### src/rtl/vla_pkg.sv
`timescale 1ns/1ps
package vla_pkg;
    localparam int NUM_UNITS   = 2;
    localparam int UNIT_FULL   = 0;
    localparam int UNIT_SECOND = 1;

    typedef enum logic [1:0] {
        PICK_NONE   = 2'd0,
        PICK_FULL   = 2'd1,
        PICK_SECOND = 2'd2
    } pick_e;

    typedef enum logic {
        ST_READY = 1'b0,
        ST_HOLD  = 1'b1
    } arb_state_e;
endpackage

### src/rtl/vla_res_ctr.sv
`timescale 1ns/1ps
// Reservation timer for one logical unit: loads on grant, counts to zero.
module vla_res_ctr #(
    parameter int CNT_W = 7
) (
    input  logic             clk,
    input  logic             rst_n,
    input  logic             load,
    input  logic [CNT_W-1:0] load_val,
    output logic             busy
);
    logic [CNT_W-1:0] cnt_q;

    always_ff @(posedge clk) begin
        if (!rst_n) begin
            cnt_q <= '0;
        end else if (load) begin
            cnt_q <= load_val;
        end else if (cnt_q != '0) begin
            cnt_q <= cnt_q - 1'b1;
        end
    end

    assign busy = (cnt_q != '0);
endmodule

### src/rtl/vla_pick.sv
`timescale 1ns/1ps
// Preference order: secondary unit when usable, else full unit, else none.
module vla_pick
    import vla_pkg::*;
(
    input  logic  want,
    input  logic  full_free,
    input  logic  second_free,
    input  logic  second_en,
    input  logic  path_conflict,
    output pick_e pick
);
    logic second_usable;

    assign second_usable = second_en && second_free && !path_conflict;

    always_comb begin
        if (!want) begin
            pick = PICK_NONE;
        end else if (second_usable) begin
            pick = PICK_SECOND;
        end else if (full_free) begin
            pick = PICK_FULL;
        end else begin
            pick = PICK_NONE;
        end
    end
endmodule

### src/rtl/vla_issue_arb.sv
`timescale 1ns/1ps
module vla_issue_arb
    import vla_pkg::*;
#(
    parameter int VL_W     = 7,
    parameter int MAX_VL   = 64,
    parameter int PIPE_LAT = 2
) (
    input  logic            clk,
    input  logic            rst_n,
    input  logic            issue_req,
    input  logic [VL_W-1:0] vec_len,
    input  logic            second_en,
    input  logic            fpm_conflict,
    output logic            grant_full,
    output logic            grant_second,
    output logic            issue_hold,
    output logic            busy_full,
    output logic            busy_second
);
    localparam int CNT_W = $clog2(MAX_VL + PIPE_LAT + 1);

    arb_state_e          state_q, state_nx;
    logic [VL_W-1:0]     pend_vl_q;
    logic [VL_W-1:0]     eff_vl;
    logic                want;
    pick_e               pick;
    logic [NUM_UNITS-1:0] unit_load;
    logic [NUM_UNITS-1:0] unit_busy;
    logic [CNT_W-1:0]    load_val;
    logic                grant_full_q, grant_second_q, hold_q;

    // Request source: a waiting instruction takes precedence over the port.
    assign want   = (state_q == ST_HOLD) || issue_req;
    assign eff_vl = (state_q == ST_HOLD) ? pend_vl_q : vec_len;
    assign load_val = CNT_W'(eff_vl) + CNT_W'(PIPE_LAT);

    vla_pick u_pick (
        .want          (want),
        .full_free     (!unit_busy[UNIT_FULL]),
        .second_free   (!unit_busy[UNIT_SECOND]),
        .second_en     (second_en),
        .path_conflict (fpm_conflict),
        .pick          (pick)
    );

    assign unit_load[UNIT_FULL]   = (pick == PICK_FULL);
    assign unit_load[UNIT_SECOND] = (pick == PICK_SECOND);

    for (genvar u = 0; u < NUM_UNITS; u++) begin : g_unit
        vla_res_ctr #(.CNT_W(CNT_W)) u_ctr (
            .clk      (clk),
            .rst_n    (rst_n),
            .load     (unit_load[u]),
            .load_val (load_val),
            .busy     (unit_busy[u])
        );
    end

    // Next-state logic.
    always_comb begin
        state_nx = state_q;
        unique case (state_q)
            ST_READY: if (issue_req && pick == PICK_NONE) state_nx = ST_HOLD;
            ST_HOLD:  if (pick != PICK_NONE)              state_nx = ST_READY;
            default:  state_nx = ST_READY;
        endcase
    end

    // State register and captured vector length.
    always_ff @(posedge clk) begin
        if (!rst_n) begin
            state_q   <= ST_READY;
            pend_vl_q <= '0;
        end else begin
            state_q <= state_nx;
            if (state_q == ST_READY && issue_req) pend_vl_q <= vec_len;
        end
    end

    // Registered outputs.
    always_ff @(posedge clk) begin
        if (!rst_n) begin
            grant_full_q   <= 1'b0;
            grant_second_q <= 1'b0;
            hold_q         <= 1'b0;
        end else begin
            grant_full_q   <= unit_load[UNIT_FULL];
            grant_second_q <= unit_load[UNIT_SECOND];
            hold_q         <= (state_nx == ST_HOLD);
        end
    end

    assign grant_full   = grant_full_q;
    assign grant_second = grant_second_q;
    assign issue_hold   = hold_q;
    assign busy_full    = unit_busy[UNIT_FULL];
    assign busy_second  = unit_busy[UNIT_SECOND];
endmodule

### config.mk
export PLATFORM = sky130hd
export DESIGN_NAME = vla_issue_arb
export DESIGN_NICKNAME = d
export VERILOG_FILES = /design/src/rtl/vla_pkg.sv /design/src/rtl/vla_res_ctr.sv /design/src/rtl/vla_pick.sv /design/src/rtl/vla_issue_arb.sv
export SDC_FILE = /design/constraint.sdc
export NUM_CORES = 1
export LEC_CHECK = 0
export ABC_AREA = 1
export BUFFER_PORTS_ARGS = -buffer_cell sky130_fd_sc_hd__buf_2
export CORE_ASPECT_RATIO = 1.1
export CORE_MARGIN = 5
export CORE_UTILIZATION = 55
export CTS_CLUSTER_DIAMETER = 50
export CTS_CLUSTER_SIZE = 10
export DETAILED_ROUTE_END_ITERATION = 16
export PLACE_DENSITY = 0.76
export SLEW_MARGIN = 20
export SYNTH_ARGS = -nofsm -noshare
export SYNTH_HDL_FRONTEND = slang
export SYNTH_SLANG_ARGS = --single-unit
### constraint.sdc
create_clock -name clk -period 1.9 [get_ports clk]
set_input_delay 0.38 -clock clk [delete_from_list [all_inputs] [get_ports clk]]
set_output_delay 0.38 -clock clk [all_outputs]
set_load 0.02 [all_outputs]
== Yosys cells after proc, flatten, opt, wreduce, memory -nomap -nowiden ==
Index checks and enable logic that the tools add are counted.
W data, S select, Z words.

* Bitwise logic cells: 1
* Shift operators: 0
* $lt $le $gt $ge: 0
* Add/subtract/negate cells: 3
* Div/mod/pow operators: 0
* Multiplexer cells: 11
* Reductions and logical operators: 13
* Equal/unequal tests: 2
* $mul: 0

{| class="wikitable"
|+ Operators by type and width
! cell !! count
|-
| $mux W7 || 5
|-
| $reduce_bool A7 Y1 || 2
|-
| $sub A7 B1 Y7 const B || 2
|-
| $add A7 B2 Y7 const B || 1
|-
| $reduce_bool A2 Y1 || 3
|-
| $logic_and A1 B1 Y1 || 4
|-
| $mux W2 || 2
|-
| $mux W1 || 3
|-
| $eq A2 B1 Y1 const B || 1
|-
| $eq A2 B2 Y1 const B || 1
|-
| $logic_not A1 Y1 || 2
|-
| $logic_not A2 Y1 || 1
|-
| $pmux W1 S2 || 1
|-
| $logic_or A1 B1 Y1 || 1
|-
| $not A1 Y1 || 1
|}

* Memory bits (writable): 0
* Bits in read-only memories: 0
* Latch bits: 0
* Input port bits: 12
* Output and inout bits: 5
* Memories: 0
* Register bits: 24

== Longest topological paths before layout ==
Gate-level depths: netlist of the first run.

* Depth in word-level cells: 10
* Mapped depth: 12

== Modules after synthesis ==
Synthesis of the first run repeated with hierarchy kept, for this count alone.

* Cells, all modules: 224
* Area total of the unflattened synthesis: 1487.7 um2

{| class="wikitable"
|+ By module, submodules not included
! module !! instances !! sequential area each (um2) !! cells an instance !! area an instance (um2)
|-
| vla_res_ctr || 2 || 140.1 || 68 || 445.4
|-
| vla_issue_arb || 1 || 200.2 || 82 || 568.0
|-
| vla_pick || 1 || 0.0 || 6 || 28.8
|}

== Worst setup path before layout of the first run ==
Ideal clock, no wire load.

* Path type: reg-to-reg
* Start: reg issue_hold (netlist name)
* End: reg g_unit[1].u_ctr.cnt_q[5]
* Path buffers: 0
* Setup slack: 0.398 ns
* Setup time: 0.128 ns
* Arrival: 1.374 ns
* Cell stages (with the launch flop): 9
* Required time: 1.772 ns
* Clock period less this slack: 1.502 ns
* Path through: dfxtp_1 -> inv_1 -> o21ai_2 -> ha_1 -> nand2_1 -> o21ai_1 -> nand3_1 -> nand2_1 -> nor2_1

{| class="wikitable"
|+ RTL lines
! item !! RTL line !! RTL
|-
| end signal, assigned || vla_res_ctr.sv:18 || <nowiki>cnt_q <= load_val;</nowiki>
|-
| end signal, assigned || vla_res_ctr.sv:20 || <nowiki>cnt_q <= cnt_q - 1'b1;</nowiki>
|-
| end, declared || vla_res_ctr.sv:12 || <nowiki>logic [CNT_W-1:0] cnt_q;</nowiki>
|}

== Worst setup path after layout of the first run ==
* Start: reg g_unit[1].u_ctr.cnt_q[0]
* End: out busy_second

* Word-level cells in the longest chain between the ends: 1

{| class="wikitable"
|+ RTL lines
! item !! RTL line !! RTL
|-
| $reduce_bool A7 Y1 || vla_res_ctr.sv:24 || <nowiki>assign busy = (cnt_q != '0);</nowiki>
|-
| end, declared || vla_issue_arb.sv:19 || <nowiki>output logic busy_second</nowiki>
|}

Every way passes these cells.

==> results of run 1 <==
worst max-delay path, stage by stage (launching register included):
cell     delay [ns]
dfxtp_1        0.41
inv_1          0.08
ha_1           0.20
inv_1          0.09
nor2_4         0.05
nand3_4        0.10
buf_2          0.18
registers in the layout, summed over array words and instances (netlist names):
signal	cells
grant_second	1
g_unit.u_ctr.cnt_q	14
pend_vl_q	7
issue_hold	1
grant_full	1
layer usage:
metal  routed length (um)  track usage
met5                    0            0
met4                   11       0.0582
met3                  133       0.0177
met2                 1590        0.320
met1                 1500        0.230
through the flow:
| stage | area (um^2) | hold slack (ns) |
|---|---|---|
| 2_1_floorplan | 1520 | 0.429 |
| 6_report | 1710 | 0.300 |
| 4_1_cts | 1690 | 0.301 |
| 3_5_place_dp | 1650 | 0.458 |
| 3_3_place_gp | 1650 | 0.440 |
| 5_1_grt | 1710 | 0.296 |
how the worst max path moves through the flow:
| stage | startpoint | to | slack (ns) | cells past startpoint |
|---|---|---|---|---|
| floorplan | issue_hold | g_unit[1].u_ctr.cnt_q[5] | 0.40 | 8 |
| global placement | g_unit[0].u_ctr.cnt_q[0] | g_unit[0].u_ctr.cnt_q[1] | 0.40 | 11 |
| CTS | g_unit[1].u_ctr.cnt_q[0] | busy_second | 0.06 | 6 |
| global route | g_unit[1].u_ctr.cnt_q[0] | busy_second | 0.008 | 6 |
| detailed placement | g_unit[1].u_ctr.cnt_q[0] | g_unit[0].u_ctr.cnt_q[6] | 0.40 | 11 |
| finish | g_unit[1].u_ctr.cnt_q[0] | busy_second | 0.09 | 6 |
logic make-up (layout without fill, tap and decap cells):
kind of cell	count (synthesis)	after routing	share of synthesized area
multiplexers	1	1	0.00657
AO/OA/AOI/OAI	28	28	0.102
adder cells (fa/ha/maj)	5	5	0.0411
buffers and inverters	42	63	0.109
AND/OR/NAND/NOR	123	123	0.397
flip-flops	24	24	0.316
XOR/XNOR	5	5	0.0288
final cells by class:
cell class	instances	area, um^2
clock buffers	4	36.3
fillers	257	995
inverters	39	146
multi-input cells	162	893
flip-flops and latches	24	480
well taps	33	41.3
repair buffers	20	110
cells in the final DEF, fill, tap and decap left out, drive strengths merged, types with 2 or more instances in the layout:
cell    Yosys  final
ha          5      5
clkbuf      1      4
or2         2      2
dfxtp      24     24
inv        39     39
nand3      20     20
o21ai      16     16
a21oi       7      7
nand2      63     63
nor2       34     34
o21bai      2      2
xor2        4      4
nand4       2      2
buf         2     20
power groups by stage:
| stage | clock network [mW] | registers (mW) | logic [mW] |
|---|---|---|---|
| after floorplan | 0 | 0.814 | 1.31 |
| after global placement | 0 | 0.821 | 1.62 |
| after detailed placement | 0 | 0.823 | 1.64 |
| after CTS | 0.275 | 0.812 | 1.65 |
| after global routing | 0.299 | 0.839 | 1.94 |
| final | 0.268 | 0.819 | 1.70 |
what timing repair did:
| action | CTS | global route |
|---|---|---|
| hold endpoints to repair | 0 | 0 |
| gates resized for setup | 0 | 3 |
| setup endpoints to repair | 0 | 2 |
==> metrics.csv, run 1 <==
stage;metric;value;unit
outcome;outcome;complete, no violations;
sta;final slew viol count;0;
yosys;Post-synth EDFFs;0;
clock_tree;CTS Sinks;24;
yosys;Distinct cells, synth;31;
yosys;asr flop ratio synth;0;
cells_and_area;Non-Filler Instances;282;
global_routing;total grt overflow;0;
setup_path;origin of the critical flop-to-flop path;g_unit[1].u_ctr.cnt_q[0];
cells_and_area;P&R area growth vs syn;12.2;%
global_routing;first-pass GRT wire length;5560;um
worst_hold_path;WHS Endpoint;pend_vl_q[0];
yosys;Seq/Total Area, Yosys;0.316;
worst_hold_path;Hold WC Path Type;input pin to flip-flop;
routing;remaining antenna violation count;0;
setup_path;length in cells of the worst reg-to-reg path;11;
routing;initial DRC count;84;
setup_path;reg2reg end;g_unit[0].u_ctr.cnt_q[6];
sta;Slew HR;0.675;
setup_path;CP arrival;1.43;ns
placement;Final GP Congestion;0.813;
sta;Final Hold Fails;0;
routing;vias post-DR;1407;
routing;Remaining DRCs;0;
cells_and_area;Inserted Diodes;0;
yosys;Synthesis Warnings;0;
sta;Setup violations, final;0;
die;die width;60.2;um
sta;RSZ-0062 raised after global routing;no;
die;die area;0.00392;mm^2
placement;Post-Place Cells;278;
power;Max VDD drop;898;uV
yosys;Top FF cell, synth;dfxtp_1;
global_routing;vias in the first global route;1304;
routing;DR WL/cell;11.5;um
die;num ports;17;
power;Pwr Density;1630;mW/mm^2
yosys;top cells by instance count after synthesis;59 x nand2_1, 35 x inv_1, 24 x dfxtp_1, 21 x nor2_1, 17 x nand3_1;
clock_tree;CTS tree;yes;
clock_tree;hold_buf cts;0;
global_routing;largest net degree at the start of global routing;15;
sta;fmax;554;MHz
clock_tree;total CTS buffers;3;
sta;worst slew pin tran;0.487;ns
cells_and_area;final core occ;0.632;
die;initial core utilization;0.563;
routing;final WL;3230;um
clock_tree;root buf cell;clkbuf_4;
setup_path;Required @ worst endpoint;1.52;ns
setup_path;Setup Crit Path Kind;flip-flop to primary output;
setup_path;CP startpoint kind;flip-flop;
power;Comb pwr share;0.610;
yosys;syn_nets;245;
power;Final Total Pwr;2.78;mW
yosys;top cells by area, synth;dfxtp_1 32%, nand2_1 15%, inv_1 8.6%;
clock_tree;# H-tree levels;1;
worst_hold_path;Hold Path Depth;3;
clock_tree;worst skew pair latency;0.31;ns
setup_path;crit path capture type;primary output;
power;Pint;1.42;mW
die;FP Rows;20;
yosys;#FFs+latches synth;24;
yosys;Syn Area/Cell;6.68;um^2
clock_tree;Clock Pin Slew Worst Setup and Hold Paths;0.13;ns
clock_tree;Post-CTS Setup Inserts;0;
worst_hold_path;hold path startpoint;vec_len[0];
yosys;Post-Synthesis Cell Area;0.00152;mm^2
sta;final period utilization;0.951;
placement;Place WS;0.396;ns
placement;HPWL after DPL;2550;um
placement;# port buffers;16;
global_routing;initial antenna violation count;0;
cells_and_area;fraction of layout cells with a size suffix above 1;0.201;
job;total of max-cap violations;0;
yosys;most common cell in the synthesized netlist;nand2_1;
setup_path;worst-path fanout max;6;
power;share of power burned in registers;0.294;
power;leakage power;0.856;nW
routing;first-pass iteration count of the detailed router;4;
power;Clock Power Share;0.096;
routing;vias per cell;4.99;
clock_tree;clock tree buffer depth;2;
yosys;Synth area leader;dfxtp_1;
sta;Fin Clk Skew;0.00535;ns
global_routing;gr usage total;0.183;
cells_and_area;Final nets;267;
yosys;Synth top area share;0.316;
die;Core Area;0.00270;mm^2
power;sw frac;0.489;
sta;final worst path period need;1.81;ns
setup_path;worst reg-to-reg setup slack;0.38;ns
yosys;Post-Synthesis Cells;228;
power;switching power total;1.36;mW
die;Die H;65.2;um
sta;setup slack after layout;0.0937;ns
sta;TNS Setup;0;ns
(Power assumes the default switching activity.)
==> run 2: changes to the inputs <==
ABC_AREA = unset   (was 1)
ABC_CLOCK_PERIOD_IN_PS = 1900   (was unset)
==> run 2 against run 1 <==
  * The flow now finishes with violations (setup timing)
  * Clock-buffer cell count down 1
  * Synthesized area down 9.5%
  * Non-clock buffer count up 7
  * Highest routed layer unchanged
  * Largest power group unchanged
  * Critical path type unchanged
  * Largest cell class unchanged
  * Core utilization up 3.0 points
  * Critical endpoint is now busy_full
  * Critical path depth unchanged
==> metrics.csv, run 2 <==
stage;metric;value;unit;change
outcome;outcome;complete, but fails checks;;
outcome;failing checks;setup timing;;
yosys;Post-Synthesis Cell Area;0.00138;mm^2;-9.5%
sta;final period utilization;1.05;;+0.0963
cells_and_area;commonest non-fill, non-tap cell in the layout;dfxtp_1;;
setup_path;reg2reg end;g_unit[0].u_ctr.cnt_q[1];;
clock_tree;CTS tree;yes;;
yosys;Post-Synthesis Cells;156;;-32%
setup_path;Crit path largest cell delay;0.48;ns;+0.07 ns
cells_and_area;fraction of layout cells with a size suffix above 1;0.275;;+0.0739
placement;HPWL after DPL;2350;um;-7.8%
yosys;asr flop ratio synth;0;;unchanged
sta;RSZ-0062 raised after global routing;yes;;
power;Max VDD drop;1110;uV;+23%
routing;vias post-DR;1282;;-8.9%
setup_path;length in cells of the worst reg-to-reg path;8;;-3
die;initial core utilization;0.563;;-0.000830
routing;first-pass iteration count of the detailed router;4;;unchanged
yosys;syn_nets;173;;-29%
die;Die H;62.5;um;-4.1%
routing;met3 routed WL;126;um;-5.3%
yosys;top cells by instance count after synthesis;24 x dfxtp_1, 11 x mux2i_1, 11 x nor2_1, 9 x nand2_1, 8 x nor3_1;;
routing;vias per cell;6.02;;+21%
cells_and_area;most frequent cells in the layout;22 x dfxtp_1, 14 x buf_2, 12 x buf_4;;
sta;fmax;503;MHz;-9.2%
cells_and_area;P&R area growth vs syn;17.7;%;
worst_hold_path;WHS Endpoint;pend_vl_q[0];;
yosys;Top FF cell, synth;dfxtp_1;;
sta;setup slack after layout;-0.0893;ns;-0.183 ns
sta;Fin Clk Skew;0.00800;ns;+0.00266 ns
setup_path;origin of the critical flop-to-flop path;g_unit[0].u_ctr.cnt_q[1];;
setup_path;worst reg-to-reg setup slack;0.10;ns;-0.28 ns
die;die area;0.00361;mm^2;-8.0%
global_routing;initial antenna violation count;0;;unchanged
cells_and_area;Design Area, Final;0.00162;mm^2;-5.1%
routing;M1 WL;1390;um;-7.5%
cells_and_area;max reg flops;14;;unchanged
placement;Post-Place Cells;205;;-26%
yosys;Post-synth EDFFs;0;;unchanged
power;Pwr Density;1590;mW/mm^2;-2.4%
cells_and_area;Inserted Diodes;0;;unchanged
die;num ports;17;;unchanged
sta;Setup violations, final;1;;+1
cells_and_area;final core occ;0.662;;+0.0303
power;leakage power;0.678;nW;-21%
die;Core Area;0.00245;mm^2;-9.4%
clock_tree;root buf cell;clkbuf_4;;
setup_path;worst-path cell chain;inv_2 -> ha_1 -> or4b_4 -> nor2_4 -> inv_2 -> buf_6;;
routing;met2 wire length;1670;um;+5.0%
setup_path;Required @ worst endpoint;1.52;ns;about the same
setup_path;CP startpoint kind;flip-flop;;
worst_hold_path;Hold Path Depth;3;;unchanged
yosys;Synth area leader;dfxtp_1;;
yosys;Synthesis Warnings;0;;unchanged
clock_tree;total CTS buffers;3;;unchanged
routing;Remaining DRCs;0;;unchanged
yosys;Distinct cells, synth;44;;+42%
global_routing;gr usage total;0.184;;+0.000996
setup_path;most used cell, CP;inv_2;;
global_routing;vias in the first global route;1184;;-9.2%
global_routing;total grt overflow;0;;unchanged
worst_hold_path;Hold WC Path Type;input pin to flip-flop;;
yosys;Seq/Total Area, Yosys;0.349;;+0.0332
cells_and_area;Reg with most FFs;g_unit.u_ctr.cnt_q;;
sta;worst slew pin tran;0.540;ns;+0.0536 ns
setup_path;crit path capture type;primary output;;
sta;final slew viol count;0;;unchanged
die;die width;57.7;um;-4.1%
cells_and_area;top flop regs;g_unit.u_ctr.cnt_q (14), pend_vl_q (7);;
clock_tree;clock tree buffer depth;2;;unchanged
placement;Placed Instance Area;0.00152;mm^2;-8.0%
routing;DR WL/cell;15.1;um;+32%
clock_tree;hold_buf cts;0;;unchanged
sta;Slew HR;0.638;;-0.0367
setup_path;CP arrival;1.61;ns;+0.18 ns
routing;uppermost layer routed;met4;;
yosys;top cells by area, synth;dfxtp_1 35%, mux2i_1 8.0%, ha_1 4.5%;;
yosys;Syn Area/Cell;8.83;um^2;+32%
sta;final worst path period need;1.99;ns;+0.183 ns
cells_and_area;Final nets;201;;-25%
cells_and_area;Non-Filler Instances;213;;-24%
clock_tree;CTS Sinks;24;;unchanged
sta;Final Hold Fails;0;;unchanged
yosys;most common cell in the synthesized netlist;dfxtp_1;;
job;total of max-cap violations;0;;unchanged
die;FP Rows;19;;-5.0%
routing;final WL;3220;um;-0.43%
setup_path;Crit-path slowest cell;or4b_4;;
routing;initial DRC count;62;;-26%
clock_tree;Clock Pin Slew Worst Setup and Hold Paths;0.12;ns;about the same
yosys;Synth top area share;0.349;;+0.0332
routing;remaining antenna violation count;0;;unchanged
placement;# port buffers;16;;unchanged
global_routing;first-pass GRT wire length;5350;um;-3.7%
clock_tree;worst skew pair latency;0.32;ns;about the same
worst_hold_path;hold path startpoint;vec_len[0];;
global_routing;largest net degree at the start of global routing;15;;unchanged
clock_tree;# H-tree levels;1;;unchanged
setup_path;Setup Crit Path Kind;flip-flop to primary output;;
setup_path;worst-path fanout max;2;;-4
yosys;#FFs+latches synth;24;;unchanged
placement;Final GP Congestion;0.896;;+10%
[run 2: cell count changes in the layout (fill, tap and decap cells not counted), moves of 8 or more]
cell | before | now
nor2_1 | 21 | 11
mux2i_1 | 1 | 11
nand2_1 | 59 | 8
nor3_1 | 0 | 8
buf_4 | 4 | 12
inv_1 | 35 | 4
nand3_1 | 17 | 6
[run 2: per-layer routing]
layer,global-route usage,vias up
li1,-,614
met1,0.229,636
met2,0.315,27
met3,0.0227,5
met4,0.0696,0
met5,0,-
[run 2: what timing repair did]
item,CTS,global route
endpoints found under the setup margin,1,12
buffers inserted,5,0
gates resized for setup,8,6
pin swaps,1,2
[run 2: worst max-delay path by stage]
stage	from	to
finish	g_unit[0].u_ctr.cnt_q[1]	busy_full
detailed placement	g_unit[1].u_ctr.cnt_q[2]	g_unit[1].u_ctr.cnt_q[1]
floorplan	g_unit[0].u_ctr.cnt_q[0]	g_unit[0].u_ctr.cnt_q[0]
CTS	g_unit[0].u_ctr.cnt_q[0]	busy_full
global placement	g_unit[1].u_ctr.cnt_q[2]	g_unit[1].u_ctr.cnt_q[1]
global route	g_unit[0].u_ctr.cnt_q[1]	busy_full
[run 2: cells by family after synthesis]
logic type	after synthesis	share of synthesized area
buf+inv	11	0.0336
compound gates	29	0.132
flops	24	0.349
xor+xnor	8	0.0509
fa+ha+maj	5	0.0454
mux	14	0.104
simple gates	65	0.285
[run 2: worst max-delay path, delay by kind of cell, from the launching register on]
| kind | cells | cell delay (ns) |
|---|---|---|
| flip-flops | 1 | 0.35 |
| adder cells (fa/ha/maj) | 1 | 0.13 |
| AND/OR/NAND/NOR | 2 | 0.60 |
| buffers and inverters | 3 | 0.22 |
[run 2: power breakdown]
part | leakage [nW] | switching (mW) | internal [mW] | total [mW]
Clock | 0.0138 | 0.146 | 0.0743 | 0.220
Sequential | 0.199 | 0.143 | 0.654 | 0.797
Combinational | 0.465 | 0.805 | 0.758 | 1.56
[run 2: area by class of cell]
class / count / area, um^2
well taps: 31 / 38.8
repair buffers: 27 / 171
multi-input cells: 121 / 880
inverters: 7 / 26.3
fillers: 218 / 827
flip-flops and latches: 24 / 483
clock buffers: 3 / 22.5
[run 2: stage by stage]
step	total power [mW]	hold WS [ns]	worst slack, ns	setup TNS [ns]
5_1_grt	2.77	0.317	-0.151	-0.154
6_report	2.58	0.322	-0.0893	-0.0893
4_1_cts	2.50	0.327	-0.0814	-0.0814
2_1_floorplan	1.77	0.454	0.101	0
3_5_place_dp	2.14	0.497	0.0946	0
3_3_place_gp	2.09	0.469	0.153	0
